--- src/rtl/rxf_pkg.sv ---
`timescale 1ns/1ps
package rxf_pkg;
  typedef enum logic [2:0] {
    ST_IDLE, ST_PAY, ST_DROP, ST_PAD, ST_CRC, ST_TRL, ST_HDR
  } rxf_state_e;

  localparam logic [31:0] CRC_POLY   = 32'hEDB8_8320;
  localparam logic [31:0] CRC_PRESET = 32'hFFFF_FFFF;
  localparam int          HDR_BYTES  = 4;
  localparam int          CRC_BYTES  = 4;
  localparam int          TRL_BYTES  = 2;
  localparam logic [7:0]  CTL_ODD    = 8'h60;
  localparam logic [7:0]  CTL_EVEN   = 8'h40;
  localparam int          STAT_LONG  = 11;
  localparam int          STAT_ODD   = 12;

  function automatic logic [31:0] crc_step(logic [31:0] c, logic [7:0] b);
    logic [31:0] r;
    r = c ^ {24'h0, b};
    for (int k = 0; k < 8; k++) r = r[0] ? ((r >> 1) ^ CRC_POLY) : (r >> 1);
    return r;
  endfunction
endpackage

--- src/rtl/rxf_crc32.sv ---
`timescale 1ns/1ps
module rxf_crc32 (
  input  logic        clk_i,
  input  logic        rst_ni,
  input  logic        clr_i,
  input  logic        en_i,
  input  logic [7:0]  data_i,
  output logic [31:0] crc_o
);
  import rxf_pkg::*;
  logic [31:0] acc_q;

  always_ff @(posedge clk_i or negedge rst_ni) begin
    if (!rst_ni)    acc_q <= CRC_PRESET;
    else if (clr_i) acc_q <= CRC_PRESET;
    else if (en_i)  acc_q <= crc_step(acc_q, data_i);
  end

  assign crc_o = ~acc_q;
endmodule

--- src/rtl/rxf_plan.sv ---
`timescale 1ns/1ps
module rxf_plan #(
  parameter int LEN_W      = 12,
  parameter int CNT_W      = 13,
  parameter int MIN_FRAME  = 64,
  parameter int LONG_LEN   = 1518,
  parameter int PAGE_BYTES = 2048
) (
  input  logic [LEN_W-1:0] len_i,
  input  logic             strip_i,
  output logic [CNT_W-1:0] pad_len_o,
  output logic [CNT_W-1:0] count_o,
  output logic             short_o,
  output logic             odd_o,
  output logic             long_o,
  output logic             oversize_o
);
  import rxf_pkg::*;
  localparam logic [CNT_W-1:0] MIN_C  = CNT_W'(MIN_FRAME);
  localparam logic [CNT_W-1:0] LONG_C = CNT_W'(LONG_LEN);
  localparam logic [CNT_W-1:0] PAGE_C = CNT_W'(PAGE_BYTES);
  localparam logic [CNT_W-1:0] FIX_C  = CNT_W'(HDR_BYTES + TRL_BYTES);
  localparam logic [CNT_W-1:0] CRC_C  = CNT_W'(CRC_BYTES);

  logic [CNT_W-1:0] len_c;
  assign len_c      = CNT_W'(len_i);
  assign short_o    = len_c < MIN_C;
  assign odd_o      = len_i[0];
  assign long_o     = len_c > LONG_C;
  assign pad_len_o  = short_o ? MIN_C : {len_c[CNT_W-1:1], 1'b0};
  assign count_o    = pad_len_o + FIX_C + (strip_i ? '0 : CRC_C);
  assign oversize_o = count_o > PAGE_C;
endmodule

--- src/rtl/rxf_ctrl.sv ---
`timescale 1ns/1ps
module rxf_ctrl #(
  parameter int LEN_W     = 12,
  parameter int CNT_W     = 13,
  parameter int ADDR_W    = 11,
  parameter int PAGE_W    = 2,
  parameter int MIN_FRAME = 64
) (
  input  logic              clk_i,
  input  logic              rst_ni,
  input  logic              rx_en_i,
  input  logic              soft_rst_i,
  input  logic              strip_i,
  input  logic              start_valid_i,
  input  logic [LEN_W-1:0]  start_len_i,
  output logic              start_ready_o,
  input  logic [CNT_W-1:0]  pad_len_i,
  input  logic [CNT_W-1:0]  count_i,
  input  logic              short_i,
  input  logic              odd_i,
  input  logic              long_i,
  input  logic              oversize_i,
  input  logic              in_valid_i,
  input  logic [7:0]        in_data_i,
  input  logic              in_last_i,
  output logic              in_ready_o,
  output logic              alloc_req_o,
  input  logic              alloc_grant_i,
  input  logic [PAGE_W-1:0] alloc_page_i,
  input  logic [31:0]       crc_res_i,
  output logic              crc_clr_o,
  output logic              crc_en_o,
  output logic [7:0]        crc_dat_o,
  output logic              wr_en_o,
  output logic [PAGE_W-1:0] wr_page_o,
  output logic [ADDR_W-1:0] wr_addr_o,
  output logic [7:0]        wr_data_o,
  output logic              rxq_push_o,
  output logic [PAGE_W-1:0] rxq_page_o,
  output logic              rcv_irq_o,
  output logic              drop_o
);
  import rxf_pkg::*;
  localparam logic [CNT_W-1:0] HDR_C = CNT_W'(HDR_BYTES);
  localparam logic [CNT_W-1:0] CRC_C = CNT_W'(CRC_BYTES);
  localparam logic [LEN_W-1:0] PAD_END = LEN_W'(MIN_FRAME - 1);

  rxf_state_e        st_q;
  logic [LEN_W-1:0]  len_q, idx_q;
  logic [CNT_W-1:0]  pad_q, cnt_q;
  logic              short_q, odd_q, long_q, keep_q;
  logic [PAGE_W-1:0] page_q;
  logic [1:0]        sub_q;
  logic [7:0]        held_q;

  logic cfg_block, last_idx, odd_long;
  logic [CNT_W-1:0] addr_c, idx_c;
  logic [15:0] status_w, count_w;

  assign cfg_block = !rx_en_i || soft_rst_i || oversize_i;
  assign last_idx  = idx_q == len_q - LEN_W'(1);
  assign odd_long  = odd_q && !short_q;
  assign idx_c     = CNT_W'(idx_q);

  always_comb begin
    status_w = '0;
    status_w[STAT_LONG] = long_q;
    status_w[STAT_ODD]  = odd_q;
  end
  assign count_w = 16'(cnt_q);

  assign start_ready_o = st_q == ST_IDLE;
  assign in_ready_o    = (st_q == ST_PAY) || (st_q == ST_DROP);
  assign alloc_req_o   = start_ready_o && start_valid_i && !cfg_block;
  assign drop_o        = start_ready_o && start_valid_i && (cfg_block || !alloc_grant_i);
  assign crc_clr_o     = st_q == ST_IDLE;
  assign wr_page_o     = page_q;
  assign rxq_page_o    = page_q;
  assign rxq_push_o    = (st_q == ST_HDR) && (sub_q == 2'd3);
  assign rcv_irq_o     = rxq_push_o;
  assign wr_addr_o     = addr_c[ADDR_W-1:0];

  always_comb begin
    wr_en_o   = 1'b0;
    addr_c    = '0;
    wr_data_o = 8'h00;
    crc_en_o  = 1'b0;
    crc_dat_o = 8'h00;
    unique case (st_q)
      ST_PAY: begin
        crc_en_o  = in_valid_i;
        crc_dat_o = in_data_i;
        wr_en_o   = in_valid_i && !(odd_long && last_idx);
        addr_c    = HDR_C + idx_c;
        wr_data_o = in_data_i;
      end
      ST_PAD: begin
        crc_en_o = 1'b1;
        wr_en_o  = 1'b1;
        addr_c   = HDR_C + idx_c;
      end
      ST_CRC: begin
        wr_en_o   = 1'b1;
        addr_c    = HDR_C + pad_q + CNT_W'(sub_q);
        wr_data_o = crc_res_i[8*sub_q +: 8];
      end
      ST_TRL: begin
        wr_en_o = 1'b1;
        addr_c  = HDR_C + pad_q + (keep_q ? CRC_C : '0) + CNT_W'(sub_q);
        if (sub_q[0]) wr_data_o = odd_long ? CTL_ODD : CTL_EVEN;
        else          wr_data_o = odd_long ? held_q : 8'h00;
      end
      ST_HDR: begin
        wr_en_o = 1'b1;
        addr_c  = CNT_W'(sub_q);
        unique case (sub_q)
          2'd0: wr_data_o = status_w[7:0];
          2'd1: wr_data_o = status_w[15:8];
          2'd2: wr_data_o = count_w[7:0];
          default: wr_data_o = count_w[15:8];
        endcase
      end
      default: ;
    endcase
  end

  always_ff @(posedge clk_i or negedge rst_ni) begin
    if (!rst_ni) begin
      st_q <= ST_IDLE; len_q <= '0; idx_q <= '0; pad_q <= '0; cnt_q <= '0;
      short_q <= 1'b0; odd_q <= 1'b0; long_q <= 1'b0; keep_q <= 1'b0;
      page_q <= '0; sub_q <= '0; held_q <= '0;
    end else begin
      unique case (st_q)
        ST_IDLE: if (start_valid_i) begin
          len_q <= start_len_i; idx_q <= '0; sub_q <= '0;
          pad_q <= pad_len_i; cnt_q <= count_i;
          short_q <= short_i; odd_q <= odd_i; long_q <= long_i; keep_q <= !strip_i;
          if (cfg_block || !alloc_grant_i) begin
            st_q <= (start_len_i != '0) ? ST_DROP : ST_IDLE;
          end else begin
            page_q <= alloc_page_i;
            st_q   <= (start_len_i != '0) ? ST_PAY : ST_PAD;
          end
        end
        ST_PAY: if (in_valid_i) begin
          idx_q <= idx_q + LEN_W'(1);
          if (last_idx) begin
            if (odd_long) held_q <= in_data_i;
            st_q <= short_q ? ST_PAD : (keep_q ? ST_CRC : ST_TRL);
          end
        end
        ST_DROP: if (in_valid_i) begin
          idx_q <= idx_q + LEN_W'(1);
          if (last_idx) st_q <= ST_IDLE;
        end
        ST_PAD: begin
          idx_q <= idx_q + LEN_W'(1);
          if (idx_q == PAD_END) st_q <= keep_q ? ST_CRC : ST_TRL;
        end
        ST_CRC: begin
          sub_q <= sub_q + 2'd1;
          if (sub_q == 2'd3) st_q <= ST_TRL;
        end
        ST_TRL: begin
          sub_q <= sub_q[0] ? 2'd0 : 2'd1;
          if (sub_q[0]) st_q <= ST_HDR;
        end
        ST_HDR: begin
          sub_q <= sub_q + 2'd1;
          if (sub_q == 2'd3) st_q <= ST_IDLE;
        end
        default: st_q <= ST_IDLE;
      endcase
    end
  end

  assert_ready_excl_R10: assert property (@(posedge clk_i) disable iff (!rst_ni)
    !(start_ready_o && in_ready_o));
  assert_push_single_R9: assert property (@(posedge clk_i) disable iff (!rst_ni)
    rxq_push_o |=> !rxq_push_o);
  assert_page_stable_R8: assert property (@(posedge clk_i) disable iff (!rst_ni)
    (wr_en_o && st_q != ST_PAY) |=> (!wr_en_o || $stable(wr_page_o)));
  assert_last_aligned_R5: assert property (@(posedge clk_i) disable iff (!rst_ni)
    (in_valid_i && in_ready_o && in_last_i) |-> last_idx);
endmodule

--- src/rtl/rx_frame_fmt.sv ---
`timescale 1ns/1ps
module rx_frame_fmt #(
  parameter int PAGE_BYTES = 2048,
  parameter int LEN_W      = 12,
  parameter int PAGE_W     = 2,
  parameter int MIN_FRAME  = 64,
  parameter int LONG_LEN   = 1518,
  localparam int ADDR_W    = $clog2(PAGE_BYTES),
  localparam int CNT_W     = LEN_W + 1
) (
  input  logic              clk_i,
  input  logic              rst_ni,
  input  logic              rx_en_i,
  input  logic              soft_rst_i,
  input  logic              strip_crc_i,
  input  logic              start_valid_i,
  input  logic [LEN_W-1:0]  start_len_i,
  output logic              start_ready_o,
  input  logic              in_valid_i,
  input  logic [7:0]        in_data_i,
  input  logic              in_last_i,
  output logic              in_ready_o,
  output logic              alloc_req_o,
  input  logic              alloc_grant_i,
  input  logic [PAGE_W-1:0] alloc_page_i,
  output logic              wr_en_o,
  output logic [PAGE_W-1:0] wr_page_o,
  output logic [ADDR_W-1:0] wr_addr_o,
  output logic [7:0]        wr_data_o,
  output logic              rxq_push_o,
  output logic [PAGE_W-1:0] rxq_page_o,
  output logic              rcv_irq_o,
  output logic              drop_o
);
  logic [CNT_W-1:0] pad_len, count;
  logic short_f, odd_f, long_f, oversize;
  logic crc_clr, crc_en;
  logic [7:0] crc_dat;
  logic [31:0] crc_res;

  rxf_plan #(.LEN_W(LEN_W), .CNT_W(CNT_W), .MIN_FRAME(MIN_FRAME),
             .LONG_LEN(LONG_LEN), .PAGE_BYTES(PAGE_BYTES)) u_plan (
    .len_i(start_len_i), .strip_i(strip_crc_i), .pad_len_o(pad_len),
    .count_o(count), .short_o(short_f), .odd_o(odd_f), .long_o(long_f),
    .oversize_o(oversize));

  rxf_crc32 u_crc (
    .clk_i(clk_i), .rst_ni(rst_ni), .clr_i(crc_clr), .en_i(crc_en),
    .data_i(crc_dat), .crc_o(crc_res));

  rxf_ctrl #(.LEN_W(LEN_W), .CNT_W(CNT_W), .ADDR_W(ADDR_W), .PAGE_W(PAGE_W),
             .MIN_FRAME(MIN_FRAME)) u_ctrl (
    .clk_i(clk_i), .rst_ni(rst_ni), .rx_en_i(rx_en_i), .soft_rst_i(soft_rst_i),
    .strip_i(strip_crc_i), .start_valid_i(start_valid_i), .start_len_i(start_len_i),
    .start_ready_o(start_ready_o), .pad_len_i(pad_len), .count_i(count),
    .short_i(short_f), .odd_i(odd_f), .long_i(long_f), .oversize_i(oversize),
    .in_valid_i(in_valid_i), .in_data_i(in_data_i), .in_last_i(in_last_i),
    .in_ready_o(in_ready_o), .alloc_req_o(alloc_req_o), .alloc_grant_i(alloc_grant_i),
    .alloc_page_i(alloc_page_i), .crc_res_i(crc_res), .crc_clr_o(crc_clr),
    .crc_en_o(crc_en), .crc_dat_o(crc_dat), .wr_en_o(wr_en_o), .wr_page_o(wr_page_o),
    .wr_addr_o(wr_addr_o), .wr_data_o(wr_data_o), .rxq_push_o(rxq_push_o),
    .rxq_page_o(rxq_page_o), .rcv_irq_o(rcv_irq_o), .drop_o(drop_o));

  assert_no_alloc_oversize_R2: assert property (@(posedge clk_i) disable iff (!rst_ni)
    alloc_req_o |-> !oversize);
  assert_drop_no_write_R3: assert property (@(posedge clk_i) disable iff (!rst_ni)
    drop_o |-> (!wr_en_o && !rxq_push_o));
  assert_push_on_hdr_R9: assert property (@(posedge clk_i) disable iff (!rst_ni)
    rxq_push_o |-> (wr_en_o && wr_addr_o == ADDR_W'(3)));
  assert_rejected_cfg_R1: assert property (@(posedge clk_i) disable iff (!rst_ni)
    (start_valid_i && start_ready_o && (!rx_en_i || soft_rst_i)) |-> (drop_o && !alloc_req_o));
endmodule

--- config.mk ---
export PLATFORM = sky130hd
export DESIGN_NAME = rx_frame_fmt
export DESIGN_NICKNAME = d
export VERILOG_FILES = /design/src/rtl/rxf_pkg.sv /design/src/rtl/rxf_crc32.sv /design/src/rtl/rxf_plan.sv /design/src/rtl/rxf_ctrl.sv /design/src/rtl/rx_frame_fmt.sv
export SDC_FILE = /design/constraint.sdc
export NUM_CORES = 1
export LEC_CHECK = 0
export BUFFER_PORTS_ARGS = -buffer_cell sky130_fd_sc_hd__buf_4
export CAP_MARGIN = 20
export CORE_ASPECT_RATIO = 0.5
export CORE_MARGIN = 5
export CORE_UTILIZATION = 36
export CTS_CLUSTER_DIAMETER = 200
export DETAILED_ROUTE_END_ITERATION = 8
export SETUP_SLACK_MARGIN = 0.3
export SLEW_MARGIN = 20
export SYNTH_ARGS = -nofsm -noshare
export SYNTH_HDL_FRONTEND = slang
export SYNTH_SLANG_ARGS = --single-unit
export TNS_END_PERCENT = 20
--- constraint.sdc ---
create_clock -name clk_i -period 7.39 [get_ports clk_i]
set_input_delay 0.739 -clock clk_i [delete_from_list [all_inputs] [get_ports clk_i]]
set_output_delay 0.739 -clock clk_i [all_outputs]
set_load 0.05 [all_outputs]
==> results of run 1 <==
## logic make-up after synthesis
logic type               share of synthesized area, %
AO/OA/AOI/OAI                                    14.7
XOR/XNOR                                         17.4
adder cells (fa/ha/maj)                          3.12
buffers and inverters                            3.92
flip-flops                                       35.4
multiplexers                                     5.29
AND/OR/NAND/NOR                                  20.2
## placed cells by master, fill, tap and decap left out, types with 4 or more instances in the layout
cell and instances:
sky130_fd_sc_hd__and3_1 7, sky130_fd_sc_hd__nor3_1 15, sky130_fd_sc_hd__mux2i_1 5, sky130_fd_sc_hd__a211oi_1 4, sky130_fd_sc_hd__buf_4 65, sky130_fd_sc_hd__o21ai_0 44
sky130_fd_sc_hd__mux4_2 8, sky130_fd_sc_hd__or4_1 4, sky130_fd_sc_hd__a21oi_1 48, sky130_fd_sc_hd__nand3_1 19, sky130_fd_sc_hd__and2_1 8, sky130_fd_sc_hd__clkbuf_16 9
sky130_fd_sc_hd__dfstp_2 32, sky130_fd_sc_hd__nand3b_1 5, sky130_fd_sc_hd__a22oi_1 5, sky130_fd_sc_hd__nor4_1 5, sky130_fd_sc_hd__o211ai_1 10, sky130_fd_sc_hd__nand2_1 121
sky130_fd_sc_hd__ha_1 14, sky130_fd_sc_hd__nor2_1 69, sky130_fd_sc_hd__nand2b_1 8, sky130_fd_sc_hd__mux2_2 12, sky130_fd_sc_hd__xnor2_1 77, sky130_fd_sc_hd__o22ai_1 7
sky130_fd_sc_hd__a31oi_1 6, sky130_fd_sc_hd__nand4_1 9, sky130_fd_sc_hd__xor2_1 60, sky130_fd_sc_hd__or3_1 5, sky130_fd_sc_hd__dfrtp_1 64, sky130_fd_sc_hd__a222oi_1 4
sky130_fd_sc_hd__inv_1 19
## area by class of cell
cell class | instances | area, sq um | share of cell area, %
timing repair buffer | 65 | 488 | 6.24
clock inverter | 7 | 87.6 | 1.12
sequential | 96 | 2440 | 31.2
clock buffer | 9 | 225 | 2.88
multi-input combinational | 637 | 4190 | 53.5
tap | 259 | 324 | 4.14
inverter | 19 | 71.3 | 0.911
## state kept, by name, indices dropped and copies added, names as in the netlist
| register | flops |
|---|---|
| u_ctrl.sub_q | 2 |
| u_ctrl.held_q | 8 |
| u_ctrl.short_q | 1 |
| u_ctrl.keep_q | 1 |
| u_ctrl.long_q | 1 |
| u_ctrl.rxq_page_o | 2 |
| u_ctrl.st_q | 3 |
| u_ctrl.cnt_q | 12 |
| u_ctrl.idx_q | 12 |
| u_ctrl.pad_q | 10 |
| u_ctrl.len_q | 12 |
| u_crc.acc_q | 32 |
## worst reg2reg max path: cells and delay by family, from the launching register on
family	cells	cell delay, ns
simple gates	5	2.14
flops	1	0.50
mux	1	0.44
fa+ha+maj	1	0.26
buf+inv	1	0.21
compound gates	1	0.11
## layer usage
metal / vias to the layer above / global-route usage, % / share of wire, %
met5: - / 0 / 0
met4: 0 / 3.56 / 0.97
met3: 13 / 2.26 / 3.3
met2: 117 / 30.0 / 50
met1: 2909 / 24.0 / 46
li1: 2834 / - / -
## final timing paths
kind	to	slack, ns	cells past startpoint
hold / removal	u_ctrl.idx_q[2]	0.31	1
max in group asynchronous	u_ctrl.held_q[2]	5.89	2
hold reg to reg	u_ctrl.cnt_q[2]	0.48	2
setup reg to reg	u_ctrl.held_q[3]	3.62	9
min in group clk_i	u_ctrl.cnt_q[2]	0.48	2
setup / recovery	drop_o	2.67	15
## through the flow
stage | hold slack (ns) | util (%) | setup WS, ns
after floorplan | 0.443 | - | 3.00
after CTS | 0.317 | 42.1 | 2.67
after global routing | 0.352 | 42.1 | 2.26
final | 0.307 | 42.1 | 2.67
after global placement | 0.465 | 40.4 | 2.75
after detailed placement | 0.470 | 40.4 | 2.68
## power by group through the flow
stage | logic, mW | clock network [mW] | registers [mW]
after floorplan | 1.72 | 0 | 0.918
after global placement | 2.06 | 0 | 1.06
after detailed placement | 2.09 | 0 | 1.07
after CTS | 2.10 | 0.510 | 1.06
after global routing | 2.28 | 0.530 | 1.11
final | 2.09 | 0.505 | 1.07
==> metrics.txt, run 1 <==
# TYPE chip_impl_metric gauge
chip_impl_metric{name="synthesis.instances",unit=""} 802
chip_impl_metric{name="cts_inserted_buffers",unit=""} 9
chip_impl_metric{name="leakage",unit="nW"} 3.19
chip_impl_info{name="min-delay-path-class",value="in -> async"} 1
chip_impl_metric{name="grt-ovfl-total",unit=""} 0
chip_impl_info{name="tritoncts",value="done"} 1
chip_impl_metric{name="final_clock_skew",unit="ns"} 0.0136
chip_impl_metric{name="period_share",unit="%"} 63.9
chip_impl_info{name="startpoint",value="start_len_i[9]"} 1
chip_impl_metric{name="initial_utilization",unit="%"} 37.1
chip_impl_metric{name="ys_ff_latch",unit=""} 96
chip_impl_info{name="synth.largest_area_cell",value="sky130_fd_sc_hd__dfrtp_1"} 1
chip_impl_info{name="post_synth_most_frequent_cells",value="sky130_fd_sc_hd__nand2_1 (121), sky130_fd_sc_hd__xnor2_1 (77), sky130_fd_sc_hd__nor2_1 (69), sky130_fd_sc_hd__dfrtp_1 (64), sky130_fd_sc_hd__xor2_1 (60)"} 1
chip_impl_metric{name="max_freq",unit="MHz"} 212
chip_impl_metric{name="critPathMaxStageDelay",unit="ns"} 0.43
chip_impl_metric{name="layout-drive-gt1-share",unit="%"} 16.8
chip_impl_metric{name="crit_fanout",unit=""} 8
chip_impl_metric{name="routabilityCongestion",unit=""} 0.917
chip_impl_metric{name="diodes",unit=""} 0
chip_impl_metric{name="fin_area",unit="sq um"} 7830
chip_impl_metric{name="ioPinCount",unit=""} 61
chip_impl_metric{name="detail-route-antenna-nets",unit=""} 0
chip_impl_info{name="post_synth_main_area_contributors",value="sky130_fd_sc_hd__dfrtp_1 (23%), sky130_fd_sc_hd__dfstp_2 (12%), sky130_fd_sc_hd__xnor2_1 (9.8%)"} 1
chip_impl_metric{name="dpl_cell_area",unit="sq um"} 7510
chip_impl_info{name="setup.worst_path.end_class",value="output pin"} 1
chip_impl_info{name="commonest_register_cell_after_synthesis",value="sky130_fd_sc_hd__dfrtp_1"} 1
chip_impl_metric{name="timing.critical_path.required",unit="ns"} 6.65
chip_impl_metric{name="async_flop_share",unit="%"} 100
chip_impl_metric{name="arrival_time_at_the_worst_endpoint",unit="ns"} 3.98
chip_impl_metric{name="synth-seq-area-share",unit="%"} 35.4
chip_impl_metric{name="port_buffers",unit=""} 59
chip_impl_metric{name="drc",unit=""} 0
chip_impl_info{name="synth.most_common_cell",value="sky130_fd_sc_hd__nand2_1"} 1
chip_impl_info{name="crit_path_cell_trace",value="buf_4 -> nor2_1 -> nand3_1 -> nand2_1 -> ha_1 -> inv_1 -> ha_1 -> inv_1 -> fa_1 -> nor4bb_1 -> xnor2_1 -> o2111ai_1 -> o2bb2ai_1 -> nor2_1 -> buf_4"} 1
chip_impl_metric{name="timing_max_transition_violations_final",unit=""} 0
chip_impl_info{name="startpoint_type",value="input pin"} 1
chip_impl_info{name="rsz0062_at_grt",value="false"} 1
chip_impl_metric{name="synth.distinct_cells",unit=""} 69
chip_impl_metric{name="place_inst",unit=""} 1076
chip_impl_metric{name="cts-htree-levels",unit=""} 3
chip_impl_metric{name="chipHeight",unit="microns"} 108
chip_impl_metric{name="synth_area",unit="sq um"} 6900
chip_impl_metric{name="number_of_buffers_inserted_for_hold_repair_after_clock_tree_synthesis",unit=""} 0
chip_impl_metric{name="powerDensity",unit="nW/um^2"} 468
chip_impl_info{name="path_delay_family",value="simple AND/OR/NAND/NOR gates"} 1
chip_impl_metric{name="finalNetCount",unit=""} 875
chip_impl_metric{name="route.vias.total",unit=""} 5873
chip_impl_metric{name="fp.dieW",unit="microns"} 206
chip_impl_metric{name="drt-wirelength-per-cell",unit="microns"} 17.7
chip_impl_metric{name="cts.path.max_buffers",unit=""} 2
chip_impl_metric{name="grt_max_degree",unit=""} 66
chip_impl_metric{name="power.combinational.fraction",unit="%"} 57.1
chip_impl_metric{name="path_clk_slew",unit="ns"} 0.08
chip_impl_metric{name="postRouteWirelength",unit="microns"} 19400
chip_impl_metric{name="synthesis.area_per_instance",unit="sq um"} 8.60
chip_impl_metric{name="seq_power_share",unit="%"} 29.1
chip_impl_metric{name="drt-initial-drc-count",unit=""} 434
chip_impl_metric{name="clkPwrFrac",unit="%"} 13.8
chip_impl_metric{name="max_slew.worst_pin.slew",unit="ns"} 1.01
chip_impl_metric{name="mappedNetlistNets",unit=""} 849
chip_impl_metric{name="post_layout_nonfiller_instances",unit=""} 1092
chip_impl_metric{name="number_of_flops_mapped_to_enable_cells_by_yosys",unit=""} 0
chip_impl_metric{name="clkLatencyLatePin",unit="ns"} 0.35
chip_impl_info{name="outcome",value="completed"} 1
chip_impl_metric{name="global_route.usage.total",unit="%"} 17.5
chip_impl_metric{name="path_buf_inv",unit=""} 4
chip_impl_metric{name="first_global_vias",unit=""} 5801
chip_impl_metric{name="max-cap-violations",unit=""} 0
chip_impl_metric{name="layout-area-overhead-vs-synth",unit="%"} 13.4
chip_impl_metric{name="timing.max_slew.rel_slack",unit="%"} 32.3
chip_impl_metric{name="finalSetupTns",unit="ns"} 0
chip_impl_info{name="ctsRootBufferMaster",value="sky130_fd_sc_hd__clkbuf_16"} 1
chip_impl_metric{name="yosys_warnings",unit=""} 0
chip_impl_metric{name="design.die.area",unit="sq um"} 22200
chip_impl_metric{name="design.core.area",unit="sq um"} 18600
chip_impl_metric{name="total_switching_power",unit="mW"} 1.78
chip_impl_metric{name="report.final.setup_viol",unit=""} 0
chip_impl_metric{name="number_of_antenna_violations_at_the_first_check_in_global_routing",unit=""} 0
chip_impl_metric{name="clock_sinks",unit=""} 96
chip_impl_metric{name="global_route_wire_length_before_repair",unit="microns"} 31300
chip_impl_metric{name="p_total",unit="mW"} 3.66
chip_impl_metric{name="synth_top_area_share",unit="%"} 23.2
chip_impl_metric{name="sw_frac_of_total",unit="%"} 48.5
chip_impl_metric{name="post_drt_via_cell_ratio",unit=""} 5.38
chip_impl_metric{name="intPower",unit="mW"} 1.89
chip_impl_metric{name="filler_cells_inserted",unit=""} 1877
chip_impl_info{name="slowest_stage_cell_on_the_critical_path",value="sky130_fd_sc_hd__fa_1"} 1
chip_impl_info{name="critical_path_class",value="in -> out"} 1
chip_impl_metric{name="final_worst_path_period_need",unit="ns"} 4.72
chip_impl_info{name="critical_path.reg2reg.startpoint",value="u_ctrl.len_q[0]"} 1
chip_impl_metric{name="drt_first_pass_iters",unit=""} 5
chip_impl_metric{name="fp-row-count",unit=""} 35
chip_impl_metric{name="cts_repair_resize_count",unit=""} 0
chip_impl_metric{name="cts.repair_timing.setup_buffer_count",unit=""} 0
chip_impl_metric{name="dp_hpwl",unit="microns"} 14400
chip_impl_metric{name="finalHoldViolations",unit=""} 0
chip_impl_metric{name="vdd_drop_max",unit="mV"} 0.169
Power figures use the tool's default switching activity.
==> inputs of run 2 (changes only) <==
==> constraint.sdc (replaced) <==
create_clock -name clk_i -period 4.34 [get_ports clk_i]
set_input_delay 0.434 -clock clk_i [delete_from_list [all_inputs] [get_ports clk_i]]
set_output_delay 0.434 -clock clk_i [all_outputs]
set_load 0.05 [all_outputs]
==> run 2 against run 1 <==
Against the previous run:
- non-clock buffer count is 5 higher
- hold slack worse by 0.16 ns
- clock power grew 68%
- sequential power rose by 66%
- critical path type is now reg -> out
- highest routed layer unchanged
==> metrics.txt, run 2 (synthesized netlist as in run 1, its figures left out) <==
# TYPE chip_impl_metric gauge
chip_impl_info{name="min-delay-path-class",value="in -> async"} 1
chip_impl_metric{name="drt-wirelength-per-cell",unit="microns"} 17.8
chip_impl_metric{name="vdd_drop_max",unit="mV"} 0.324
chip_impl_metric{name="cts.path.max_buffers",unit=""} 2
chip_impl_metric{name="largest_register_ff_count",unit=""} 32
chip_impl_metric{name="chipHeight",unit="microns"} 108
chip_impl_metric{name="finalHoldViolations",unit=""} 0
chip_impl_metric{name="path_clk_slew",unit="ns"} 0.07
chip_impl_metric{name="grt-ovfl-total",unit=""} 0
chip_impl_metric{name="fp-row-count",unit=""} 35
chip_impl_info{name="final_common_cell",value="sky130_fd_sc_hd__nand2_1"} 1
chip_impl_metric{name="arrival_time_at_the_worst_endpoint",unit="ns"} 3.45
chip_impl_metric{name="port_buffers",unit=""} 59
chip_impl_metric{name="detail-route-antenna-nets",unit=""} 0
chip_impl_metric{name="report.final.setup_viol",unit=""} 0
chip_impl_metric{name="final_worst_path_period_need",unit="ns"} 3.89
chip_impl_info{name="setup.worst_path.end_class",value="output pin"} 1
chip_impl_metric{name="max_slew.worst_pin.slew",unit="ns"} 1.05
chip_impl_metric{name="drc",unit=""} 0
chip_impl_info{name="rsz0062_at_grt",value="true"} 1
chip_impl_metric{name="grt_max_degree",unit=""} 60
chip_impl_metric{name="global_route.usage.total",unit="%"} 17.5
chip_impl_metric{name="max_freq",unit="MHz"} 257
chip_impl_metric{name="diodes",unit=""} 0
chip_impl_metric{name="hold-worst-slack",unit="ns"} 0.152
chip_impl_metric{name="design.core.area",unit="sq um"} 18600
chip_impl_metric{name="route.vias.total",unit=""} 5864
chip_impl_metric{name="period_share",unit="%"} 89.5
chip_impl_metric{name="number_of_antenna_violations_at_the_first_check_in_global_routing",unit=""} 0
chip_impl_metric{name="postRouteWirelength",unit="microns"} 19500
chip_impl_metric{name="post_drt_via_cell_ratio",unit=""} 5.35
chip_impl_metric{name="routabilityCongestion",unit=""} 0.926
chip_impl_metric{name="cts-htree-levels",unit=""} 3
chip_impl_metric{name="clkLatencyLatePin",unit="ns"} 0.36
chip_impl_metric{name="design.die.area",unit="sq um"} 22200
chip_impl_metric{name="global_route_wire_length_before_repair",unit="microns"} 31000
chip_impl_metric{name="max-cap-violations",unit=""} 0
chip_impl_metric{name="timing.max_slew.rel_slack",unit="%"} 29.6
chip_impl_metric{name="finalNetCount",unit=""} 880
chip_impl_metric{name="initial_utilization",unit="%"} 37.1
chip_impl_metric{name="final_clock_skew",unit="ns"} 0.0104
chip_impl_metric{name="ioPinCount",unit=""} 61
chip_impl_metric{name="cts_inserted_buffers",unit=""} 9
chip_impl_info{name="startpoint_type",value="flip-flop"} 1
chip_impl_info{name="regMostFlops",value="u_crc.acc_q"} 1
chip_impl_metric{name="fp.dieW",unit="microns"} 206
chip_impl_metric{name="crit_fanout",unit=""} 6
chip_impl_metric{name="layout-drive-gt1-share",unit="%"} 17.4
chip_impl_metric{name="dp_hpwl",unit="microns"} 14600
chip_impl_metric{name="p_total",unit="mW"} 6.27
chip_impl_info{name="ctsRootBufferMaster",value="sky130_fd_sc_hd__clkbuf_16"} 1
chip_impl_metric{name="layout-area-overhead-vs-synth",unit="%"} 14.0
chip_impl_metric{name="timing_max_transition_violations_final",unit=""} 0
chip_impl_metric{name="drt-initial-drc-count",unit=""} 422
chip_impl_info{name="layout.cells.most_common_list",value="sky130_fd_sc_hd__nand2_1 (121), sky130_fd_sc_hd__xnor2_1 (77), sky130_fd_sc_hd__buf_4 (70), sky130_fd_sc_hd__nor2_1 (69), sky130_fd_sc_hd__dfrtp_1 (64)"} 1
chip_impl_metric{name="timing.critical_path.required",unit="ns"} 3.91
chip_impl_metric{name="timing.final.ws_setup",unit="ns"} 0.454
chip_impl_info{name="critical_path_class",value="reg -> out"} 1
chip_impl_metric{name="leakage",unit="nW"} 3.21
chip_impl_info{name="outcome",value="completed"} 1
chip_impl_metric{name="finalSetupTns",unit="ns"} 0
chip_impl_metric{name="post_place_setup_slack",unit="ns"} 0.486
chip_impl_metric{name="filler_cells_inserted",unit=""} 1842
chip_impl_metric{name="drt_first_pass_iters",unit=""} 5
chip_impl_metric{name="powerDensity",unit="nW/um^2"} 798
chip_impl_metric{name="first_global_vias",unit=""} 5653
chip_impl_info{name="tritoncts",value="done"} 1
chip_impl_metric{name="clock_sinks",unit=""} 96
run 2: final timing paths:
path,start,end,slack (ns),cells past startpoint
max,u_ctrl.len_q[0],wr_en_o,0.45,10
min,rst_ni,u_ctrl.idx_q[10],0.15,1
max reg2reg,u_ctrl.len_q[0],u_ctrl.held_q[3],0.64,9
min reg2reg,u_ctrl.cnt_q[8],u_ctrl.cnt_q[8],0.48,2
max in group asynchronous,rst_ni,u_crc.acc_q[8],3.13,2
min in group clk_i,strip_crc_i,u_ctrl.keep_q,0.29,2
run 2: repair_timing:
| item | in CTS | in global routing |
|---|---|---|
| setup buffers | 0 | 0 |
| gates resized for setup | 0 | 1 |
| setup endpoints to repair | 0 | 2 |
| hold buffers | 0 | 0 |
run 2: cell type report:
cell class | instances | area, sq um | area share, %
clock buffers | 9 | 225 | 2.86
inverters | 19 | 71.3 | 0.907
well taps | 259 | 324 | 4.12
flip-flops and latches | 96 | 2440 | 31.1
clock inverters | 7 | 87.6 | 1.11
repair buffers | 70 | 526 | 6.68
multi-input cells | 637 | 4190 | 53.3
run 2: worst max-delay path: stages (launching register included):
cell and delay [ns]:
sky130_fd_sc_hd__dfrtp_1 0.49, sky130_fd_sc_hd__inv_2 0.14, sky130_fd_sc_hd__ha_1 0.25, sky130_fd_sc_hd__or4b_4 0.52
sky130_fd_sc_hd__or4_1 0.51, sky130_fd_sc_hd__o311ai_1 0.11, sky130_fd_sc_hd__nor2_2 0.07, sky130_fd_sc_hd__or4_4 0.47
sky130_fd_sc_hd__o21ai_0 0.24, sky130_fd_sc_hd__a21oi_1 0.10, sky130_fd_sc_hd__buf_4 0.20
run 2: metal layers:
metal | track usage, % | up-vias | wire length [microns]
li1 | - | 2843 | -
met1 | 24.1 | 2877 | 9030
met2 | 29.0 | 128 | 9470
met3 | 3.55 | 16 | 856
met4 | 3.04 | 0 | 183
met5 | 0 | - | 0
run 2: through the flow:
step | cells | cell area [sq um] | util [%]
after floorplan | 802 | 6900 | -
after global placement | 1081 | 7550 | 40.6
after detailed placement | 1081 | 7550 | 40.6
after CTS | 1097 | 7860 | 42.3
after global routing | 1097 | 7860 | 42.3
final | 1097 | 7860 | 42.3
run 2: report_power, final:
part           switching (mW)  internal [mW]
sequential              0.486           1.30
combinational            2.17           1.47
clock                   0.389          0.461
